[src/rtl/wol_pkg.sv]
package wol_pkg;
  localparam int PM_W  = 8;
  localparam int B_PD  = 0;
  localparam int B_MEN = 1;
  localparam int B_UEN = 2;
  localparam int B_PEN = 3;
  localparam int B_MST = 5;
  localparam int B_UST = 6;
  localparam int B_PST = 7;

  typedef struct packed {
    logic magic;
    logic ucast;
    logic pattern;
  } wake_hits_t;
endpackage

[src/rtl/wol_magic_det.sv]
module wol_magic_det #(
  parameter int SYNC_LEN = 6,
  parameter int REPS     = 16
) (
  input  logic        clk,
  input  logic        rst,
  input  logic        vld,
  input  logic        sof,
  input  logic [7:0]  data,
  input  logic [47:0] station,
  output logic        hit
);
  localparam int ABYTES = 6;
  localparam int TOTAL  = ABYTES * REPS;
  localparam int SW     = $clog2(SYNC_LEN + 1);
  localparam int AW     = $clog2(TOTAL + 1);
  localparam logic [SW-1:0] SYNC_FULL = SW'(SYNC_LEN);
  localparam logic [AW-1:0] AIDX_END  = AW'(TOTAL);

  logic [SW-1:0] sync_q, sync_c, sync_d;
  logic [AW-1:0] aidx_q, aidx_c, aidx_d;
  logic [2:0]    bidx_q, bidx_c, bidx_d;
  logic          found_q, found_c, found_d;
  logic [7:0]    exp_byte;

  always_comb begin
    exp_byte = 8'h00;
    for (int k = 0; k < ABYTES; k++) begin
      if (bidx_c == 3'(k)) exp_byte = station[47 - 8*k -: 8];
    end
  end

  always_comb begin
    sync_c  = sof ? '0 : sync_q;
    aidx_c  = sof ? '0 : aidx_q;
    bidx_c  = sof ? '0 : bidx_q;
    found_c = sof ? 1'b0 : found_q;
    sync_d  = sync_c;
    aidx_d  = aidx_c;
    bidx_d  = bidx_c;
    found_d = found_c;
    if (vld && !found_c) begin
      if (sync_c == SYNC_FULL) begin
        if (data == exp_byte) begin
          aidx_d = aidx_c + 1'b1;
          bidx_d = (bidx_c == 3'(ABYTES - 1)) ? 3'd0 : bidx_c + 3'd1;
          if (aidx_c + 1'b1 == AIDX_END) found_d = 1'b1;
        end else if (aidx_c == '0 && data == 8'hFF) begin
          sync_d = sync_c;
        end else begin
          aidx_d = '0;
          bidx_d = '0;
          sync_d = (data == 8'hFF) ? SW'(1) : '0;
        end
      end else begin
        sync_d = (data == 8'hFF) ? sync_c + 1'b1 : '0;
      end
    end
  end

  always_ff @(posedge clk) begin
    if (rst) begin
      sync_q  <= '0;
      aidx_q  <= '0;
      bidx_q  <= '0;
      found_q <= 1'b0;
    end else if (vld) begin
      sync_q  <= sync_d;
      aidx_q  <= aidx_d;
      bidx_q  <= bidx_d;
      found_q <= found_d;
    end
  end

  assign hit = found_d;
endmodule

[src/rtl/wol_ucast_det.sv]
module wol_ucast_det (
  input  logic        clk,
  input  logic        rst,
  input  logic        vld,
  input  logic        sof,
  input  logic [7:0]  data,
  input  logic [47:0] station,
  output logic        hit
);
  localparam int ABYTES = 6;

  logic [2:0] cnt_q, cnt_c, cnt_d;
  logic       match_q, match_c, match_d;
  logic [7:0] exp_byte;

  always_comb begin
    exp_byte = 8'h00;
    for (int k = 0; k < ABYTES; k++) begin
      if (cnt_c == 3'(k)) exp_byte = station[47 - 8*k -: 8];
    end
  end

  always_comb begin
    cnt_c   = sof ? 3'd0 : cnt_q;
    match_c = sof ? 1'b1 : match_q;
    cnt_d   = cnt_c;
    match_d = match_c;
    if (vld && cnt_c < 3'(ABYTES)) begin
      cnt_d = cnt_c + 3'd1;
      if (data != exp_byte) match_d = 1'b0;
    end
  end

  always_ff @(posedge clk) begin
    if (rst) begin
      cnt_q   <= 3'd0;
      match_q <= 1'b0;
    end else if (vld) begin
      cnt_q   <= cnt_d;
      match_q <= match_d;
    end
  end

  assign hit = (cnt_d == 3'(ABYTES)) && match_d;
endmodule

[src/rtl/wol_pattern_det.sv]
module wol_pattern_det #(
  parameter int              PAT_OFS   = 14,
  parameter int              PAT_LEN   = 4,
  parameter logic [8*PAT_LEN-1:0] PAT_BYTES = 32'hC0FF_EE01
) (
  input  logic       clk,
  input  logic       rst,
  input  logic       vld,
  input  logic       sof,
  input  logic [7:0] data,
  output logic       hit
);
  localparam int PEND = PAT_OFS + PAT_LEN;
  localparam int PW   = $clog2(PEND + 1);
  localparam logic [PW-1:0] OFS_V = PW'(PAT_OFS);
  localparam logic [PW-1:0] END_V = PW'(PEND);

  logic [PW-1:0] pos_q, pos_c, pos_d;
  logic          ok_q, ok_c, ok_d;
  logic [7:0]    exp_byte;

  always_comb begin
    exp_byte = 8'h00;
    for (int k = 0; k < PAT_LEN; k++) begin
      if (pos_c == PW'(PAT_OFS + k)) exp_byte = PAT_BYTES[8*(PAT_LEN-1-k) +: 8];
    end
  end

  always_comb begin
    pos_c = sof ? '0 : pos_q;
    ok_c  = sof ? 1'b1 : ok_q;
    pos_d = pos_c;
    ok_d  = ok_c;
    if (vld && pos_c < END_V) begin
      pos_d = pos_c + 1'b1;
      if (pos_c >= OFS_V && data != exp_byte) ok_d = 1'b0;
    end
  end

  always_ff @(posedge clk) begin
    if (rst) begin
      pos_q <= '0;
      ok_q  <= 1'b0;
    end else if (vld) begin
      pos_q <= pos_d;
      ok_q  <= ok_d;
    end
  end

  assign hit = (pos_d == END_V) && ok_d;
endmodule

[src/rtl/wol_pm_regs.sv]
module wol_pm_regs
  import wol_pkg::*;
(
  input  logic            clk,
  input  logic            rst,
  input  logic            reg_wr,
  input  logic            reg_rd,
  input  logic            reg_addr,
  input  logic [PM_W-1:0] reg_wdata,
  input  logic            rx_en,
  input  logic            frame_good,
  input  wake_hits_t      hits,
  output logic [PM_W-1:0] reg_rdata,
  output logic            reg_rvalid,
  output logic            pd,
  output logic            pend,
  output logic            mask
);
  logic       en_m, en_u, en_p;
  logic       st_m, st_u, st_p;
  wake_hits_t fired;
  logic       wake;
  logic [PM_W-1:0] word;

  always_comb begin
    word        = '0;
    word[B_PD]  = pd;
    word[B_MEN] = en_m;
    word[B_UEN] = en_u;
    word[B_PEN] = en_p;
    word[B_MST] = st_m;
    word[B_UST] = st_u;
    word[B_PST] = st_p;
  end

  assign fired.magic   = en_m && hits.magic;
  assign fired.ucast   = en_u && hits.ucast;
  assign fired.pattern = en_p && hits.pattern;
  assign wake = pd && frame_good && (fired != '0);

  always_ff @(posedge clk) begin
    if (rst) begin
      reg_rdata  <= '0;
      reg_rvalid <= 1'b0;
      pd   <= 1'b0;
      pend <= 1'b0;
      mask <= 1'b0;
      en_m <= 1'b0; en_u <= 1'b0; en_p <= 1'b0;
      st_m <= 1'b0; st_u <= 1'b0; st_p <= 1'b0;
    end else begin
      reg_rvalid <= reg_rd;
      if (reg_rd) reg_rdata <= reg_addr ? {{(PM_W-1){1'b0}}, mask} : word;
      if (reg_wr && !reg_addr) begin
        en_m <= reg_wdata[B_MEN];
        en_u <= reg_wdata[B_UEN];
        en_p <= reg_wdata[B_PEN];
        if (!reg_wdata[B_PD]) pd <= 1'b0;
        else if (rx_en)       pd <= 1'b1;
      end
      if (reg_wr && reg_addr) mask <= reg_wdata[0];
      if (reg_rd && !reg_addr) begin
        st_m <= 1'b0; st_u <= 1'b0; st_p <= 1'b0;
        pend <= 1'b0;
      end
      if (wake) begin
        pd   <= 1'b0;
        pend <= 1'b1;
        if (fired.magic)   st_m <= 1'b1;
        if (fired.ucast)   st_u <= 1'b1;
        if (fired.pattern) st_p <= 1'b1;
      end
    end
  end
endmodule

[src/rtl/wol_pm_ctrl.sv]
module wol_pm_ctrl
  import wol_pkg::*;
#(
  parameter int SYNC_LEN = 6,
  parameter int REPS     = 16,
  parameter int PAT_OFS  = 14,
  parameter int PAT_LEN  = 4,
  parameter logic [8*PAT_LEN-1:0] PAT_BYTES = 32'hC0FF_EE01
) (
  input  logic        clk,
  input  logic        rst,
  input  logic        rx_valid,
  input  logic [7:0]  rx_data,
  input  logic        rx_sof,
  input  logic        rx_eof,
  input  logic        rx_crc_ok,
  input  logic        rx_en,
  input  logic [47:0] station_addr,
  input  logic        reg_wr,
  input  logic        reg_rd,
  input  logic        reg_addr,
  input  logic [7:0]  reg_wdata,
  output logic [7:0]  reg_rdata,
  output logic        reg_rvalid,
  output logic        pd_active,
  output logic        irq_raw,
  output logic        irq
);
  wake_hits_t hits;
  logic       frame_good;
  logic       mask;
  logic       sof_v;

  assign sof_v      = rx_valid && rx_sof;
  assign frame_good = rx_valid && rx_eof && rx_crc_ok;

  wol_magic_det #(.SYNC_LEN(SYNC_LEN), .REPS(REPS)) u_magic (
    .clk(clk), .rst(rst), .vld(rx_valid), .sof(sof_v), .data(rx_data),
    .station(station_addr), .hit(hits.magic));

  wol_ucast_det u_ucast (
    .clk(clk), .rst(rst), .vld(rx_valid), .sof(sof_v), .data(rx_data),
    .station(station_addr), .hit(hits.ucast));

  wol_pattern_det #(.PAT_OFS(PAT_OFS), .PAT_LEN(PAT_LEN), .PAT_BYTES(PAT_BYTES)) u_pat (
    .clk(clk), .rst(rst), .vld(rx_valid), .sof(sof_v), .data(rx_data),
    .hit(hits.pattern));

  wol_pm_regs u_regs (
    .clk(clk), .rst(rst), .reg_wr(reg_wr), .reg_rd(reg_rd), .reg_addr(reg_addr),
    .reg_wdata(reg_wdata), .rx_en(rx_en), .frame_good(frame_good), .hits(hits),
    .reg_rdata(reg_rdata), .reg_rvalid(reg_rvalid), .pd(pd_active),
    .pend(irq_raw), .mask(mask));

  assign irq = irq_raw && !mask;
endmodule

[config.mk]
export PLATFORM = sky130hd
export DESIGN_NAME = wol_pm_ctrl
export DESIGN_NICKNAME = d
export VERILOG_FILES = /design/src/rtl/wol_pkg.sv /design/src/rtl/wol_magic_det.sv /design/src/rtl/wol_ucast_det.sv /design/src/rtl/wol_pattern_det.sv /design/src/rtl/wol_pm_regs.sv /design/src/rtl/wol_pm_ctrl.sv
export SDC_FILE = /design/constraint.sdc
export NUM_CORES = 1
export LEC_CHECK = 0
export BUFFER_PORTS_ARGS = -buffer_cell sky130_fd_sc_hd__clkbuf_2
export CAP_MARGIN = 20
export CORE_ASPECT_RATIO = 0.7
export CORE_UTILIZATION = 25
export CTS_CLUSTER_DIAMETER = 120
export DETAILED_ROUTE_END_ITERATION = 7
export GPL_TIMING_DRIVEN = 1
export PLACE_DENSITY = 0.41
export RECOVER_POWER = 100
export SETUP_SLACK_MARGIN = 0.4
export SYNTH_ARGS = -nofsm -noshare
export SYNTH_HDL_FRONTEND = slang
export SYNTH_SLANG_ARGS = --single-unit
[constraint.sdc]
create_clock -name clk -period 4.34 [get_ports clk]
set_input_delay 0.868 -clock clk [delete_from_list [all_inputs] [get_ports clk]]
set_output_delay 0.868 -clock clk [all_outputs]
set_load 0.01 [all_outputs]
==> flow_summary.json <==
{
  "setup_viol": 0,
  "drc": 0,
  "powerDensity_nw_per_um2": 228.6,
  "cts_htree_levels": 2,
  "outcome": "finished with violations",
  "fmax_mhz": 261.6,
  "synth-xor-area-share": 0.03792,
  "grt_start_max_net_pins": 44,
  "synth_cells": 551,
  "rsz0062_at_grt": "false",
  "vias": 4447,
  "finalCritPeriodShare": 0.8807,
  "vias_per_cell": 5.410,
  "synth_top_area_frac": 0.2091,
  "power.leakage_nw": 1.840,
  "layout_min_cycle_time_ns": 3.822,
  "hold_viol_final": 0,
  "crit_type": "in2reg",
  "clkTransAtPathRegs_ns": 0.06,
  "initial_core_util": 0.2618,
  "fin_util": 0.3161,
  "synth_ff_type": "dfxtp_1",
  "synthMuxAreaShare": 0.03601,
  "placed_area_um2": 4596,
  "overflow": 0,
  "cts_sinks": 41,
  "synth_area_leaders": "dfxtp_1 (21%), a21oi_1 (7.1%), nand2_1 (5.6%), nor2_1 (5.5%), ha_1 (4.1%)",
  "die_w_um": 151.8,
  "std_cell_rows": 37,
  "start_kind": "primary input",
  "synth_seq_cells": 41,
  "synth-async-reset-ratio": 0,
  "path_cells": "clkbuf_1 -> a21boi_4 -> and2_0 -> ha_2 -> nor2_1 -> o2bb2ai_1 -> and2_0 -> a2111oi_2 -> or3b_1 -> nor3_4 -> clkbuf_1 -> a41oi_1 -> a311oi_1",
  "numCtsBuffers": 5,
  "synth_edf_count": 0,
  "maxCapViolations": 1,
  "p_total_mw": 1.084,
  "violations": "capacitance limit, slew limit",
  "avgSynthCellArea_um2": 7.126,
  "worstMarginPinSlew_ns": 2.040,
  "finalSetupTns_ns": 0,
  "cp-end-kind": "register",
  "grt_pass1_vias": 4136,
  "gp_congestion": 0.8934,
  "fin_nets": 714,
  "skew_ns": 0.004565,
  "synthSimpleGateAreaFrac": 0.2862,
  "synth_area_um2": 3926,
  "hold_path.class": "reg2reg",
  "fillers": 1663,
  "die_y_um": 106.9,
  "arrival_ns": 3.99,
  "cp_max_fo": 6,
  "hpwl_mm": 11.48,
  "maxSlewHeadroom": -0.3600,
  "cts_buffer_depth": 2,
  "fin_area_um2": 4741,
  "antenna_found_initial": 0,
  "postRouteAntennaNets": 0,
  "drive_above_1_share": 0.1818,
  "crit_required_ns": 4.51,
  "diodes": 0,
  "cts_tree": "yes",
  "core-area_um2": 15000,
  "peakVddDrop_mv": 0.1327,
  "syn-num-nets": 638,
  "synth_top_family_by_area": "compound AO/OA/AOI/OAI gates",
  "synth_compound_area_frac": 0.3203,
  "stdcell_count": 822,
  "slowest_delay_ns": 0.46,
  "yosys.area_share.adder": 0.04143,
  "synth_top_area_cell": "dfxtp_1",
  "die-area_um2": 16220,
  "first_iter_violations": 333,
  "routedWlPerCell_um": 17.68,
  "clk_latency_ns": 0.28,
  "yosysSeqAreaShare": 0.2091,
  "routed_wl_mm": 14.53,
  "placed_cells": 814,
  "critPathSlowestCell": "or3b_1",
  "yosysMostFrequentCell": "nand2_1",
  "drtPass1Iterations": 4,
  "io_pins": 86,
  "yosysWarnings": 0,
  "cts-root-buf": "clkbuf_16",
  "synth_common_cells": "nand2_1 (59), nor2_1 (58), a21oi_1 (56)",
  "ys_types": 72,
  "cts_hold_buf": 0,
  "grt_pass1_wl_mm": 22.42,
  "io_buffers": 80,
  "track_usage": 0.1807,
  "area.growth.synth_to_final_pct": 20.75,
  "drv_slew": 44
}
timing repair:
action,4_1_cts,5_1_grt
hold endpoints to repair,0,0
endpoints found under the setup margin,0,7
setup buffers,0,1
gates resized for setup,0,3
placed cells by master (no fill, tap or decap), drive strengths merged, types with 4 or more instances in the layout:
| cell type | count |
|---|---|
| clkbuf | 89 |
| mux2i | 13 |
| nand2 | 59 |
| ha | 13 |
| nand3b | 5 |
| a31oi | 8 |
| dfxtp | 41 |
| buf | 25 |
| nor2b | 11 |
| or3 | 4 |
| nand2b | 13 |
| nand3 | 17 |
| o21ai | 26 |
| o2bb2ai | 6 |
| a21oi | 56 |
| and3 | 7 |
| o22ai | 7 |
| nand4 | 6 |
| nor3 | 15 |
| nor2 | 58 |
| o221ai | 10 |
| or4 | 4 |
| and2 | 7 |
| o31ai | 5 |
| xnor2 | 14 |
| a2bb2oi | 9 |
| a211oi | 14 |
| inv | 20 |
| a311oi | 4 |
| o211ai | 4 |
power breakdown:
group | switching [mW] | total [mW] | internal, mW
combinational | 0.155 | 0.260 | 0.106
clock | 0.158 | 0.425 | 0.267
sequential | 0.0112 | 0.398 | 0.387
total | 0.324 | 1.08 | 0.760
cell type report:
type / instances / area, µm² / area share
Clock buffer: 5 / 125.1 / 0.02639
Clock inverter: 2 / 35.03 / 0.007390
Inverter: 21 / 78.83 / 0.01663
Multi-Input combinational cell: 449 / 2850 / 0.6012
Sequential cell: 41 / 820.8 / 0.1731
Tap cell: 195 / 244.0 / 0.05146
Timing Repair Buffer: 109 / 586.8 / 0.1238
cell families (layout without fill, tap and decap cells):
group	after synthesis	count (layout)
other cells	1	1
simple gates	222	222
xor+xnor	17	17
buf+inv	61	137
fa+ha+maj	13	13
mux	14	14
compound gates	182	182
flops	41	41
metrics by stage:
step                      setup slack, ns  hold slack [ns]
after CTS                          0.5083           0.4581
after floorplan                    0.4205           0.4365
after global routing               0.2427           0.4773
final                              0.5179           0.4580
after global placement             0.2414           0.4442
after detailed placement           0.2277           0.4497
critical path: cells and delay by family:
family                     cells  cell delay, ns
adders and majority gates      1            0.22
buffers and inverters          2            0.49
AOI/OAI and AO/OA              5            0.99
and+or+nand+nor                5            1.40
metal layers:
layer  wire length [µm]  GRT usage
met1               7314     0.2713
met3                944    0.04085
met2               6137     0.2604
met5                  0          0
met4                138    0.03041
final timing paths:
path / slack [ns] / depth (start not counted) / end / startpoint
hold reg to reg: 0.46 / 2 / u_magic.found_q / u_magic.found_q
setup / recovery: 0.52 / 13 / u_magic.aidx_q[5] / rx_sof
hold / removal: 0.46 / 2 / u_magic.found_q / u_magic.found_q
setup reg to reg: 0.86 / 11 / u_magic.aidx_q[5] / u_magic.bidx_q[2]
state kept, by name, summed over array words and instances (netlist names), 3 cells and up:
signal and flops:
u_magic.aidx_q 7, u_regs.reg_rdata 7, u_pat.pos_q 5, u_magic.bidx_q 3, u_magic.sync_q 3, u_ucast.cnt_q 3
No activity file was read; power rests on OpenSTA's default activity.
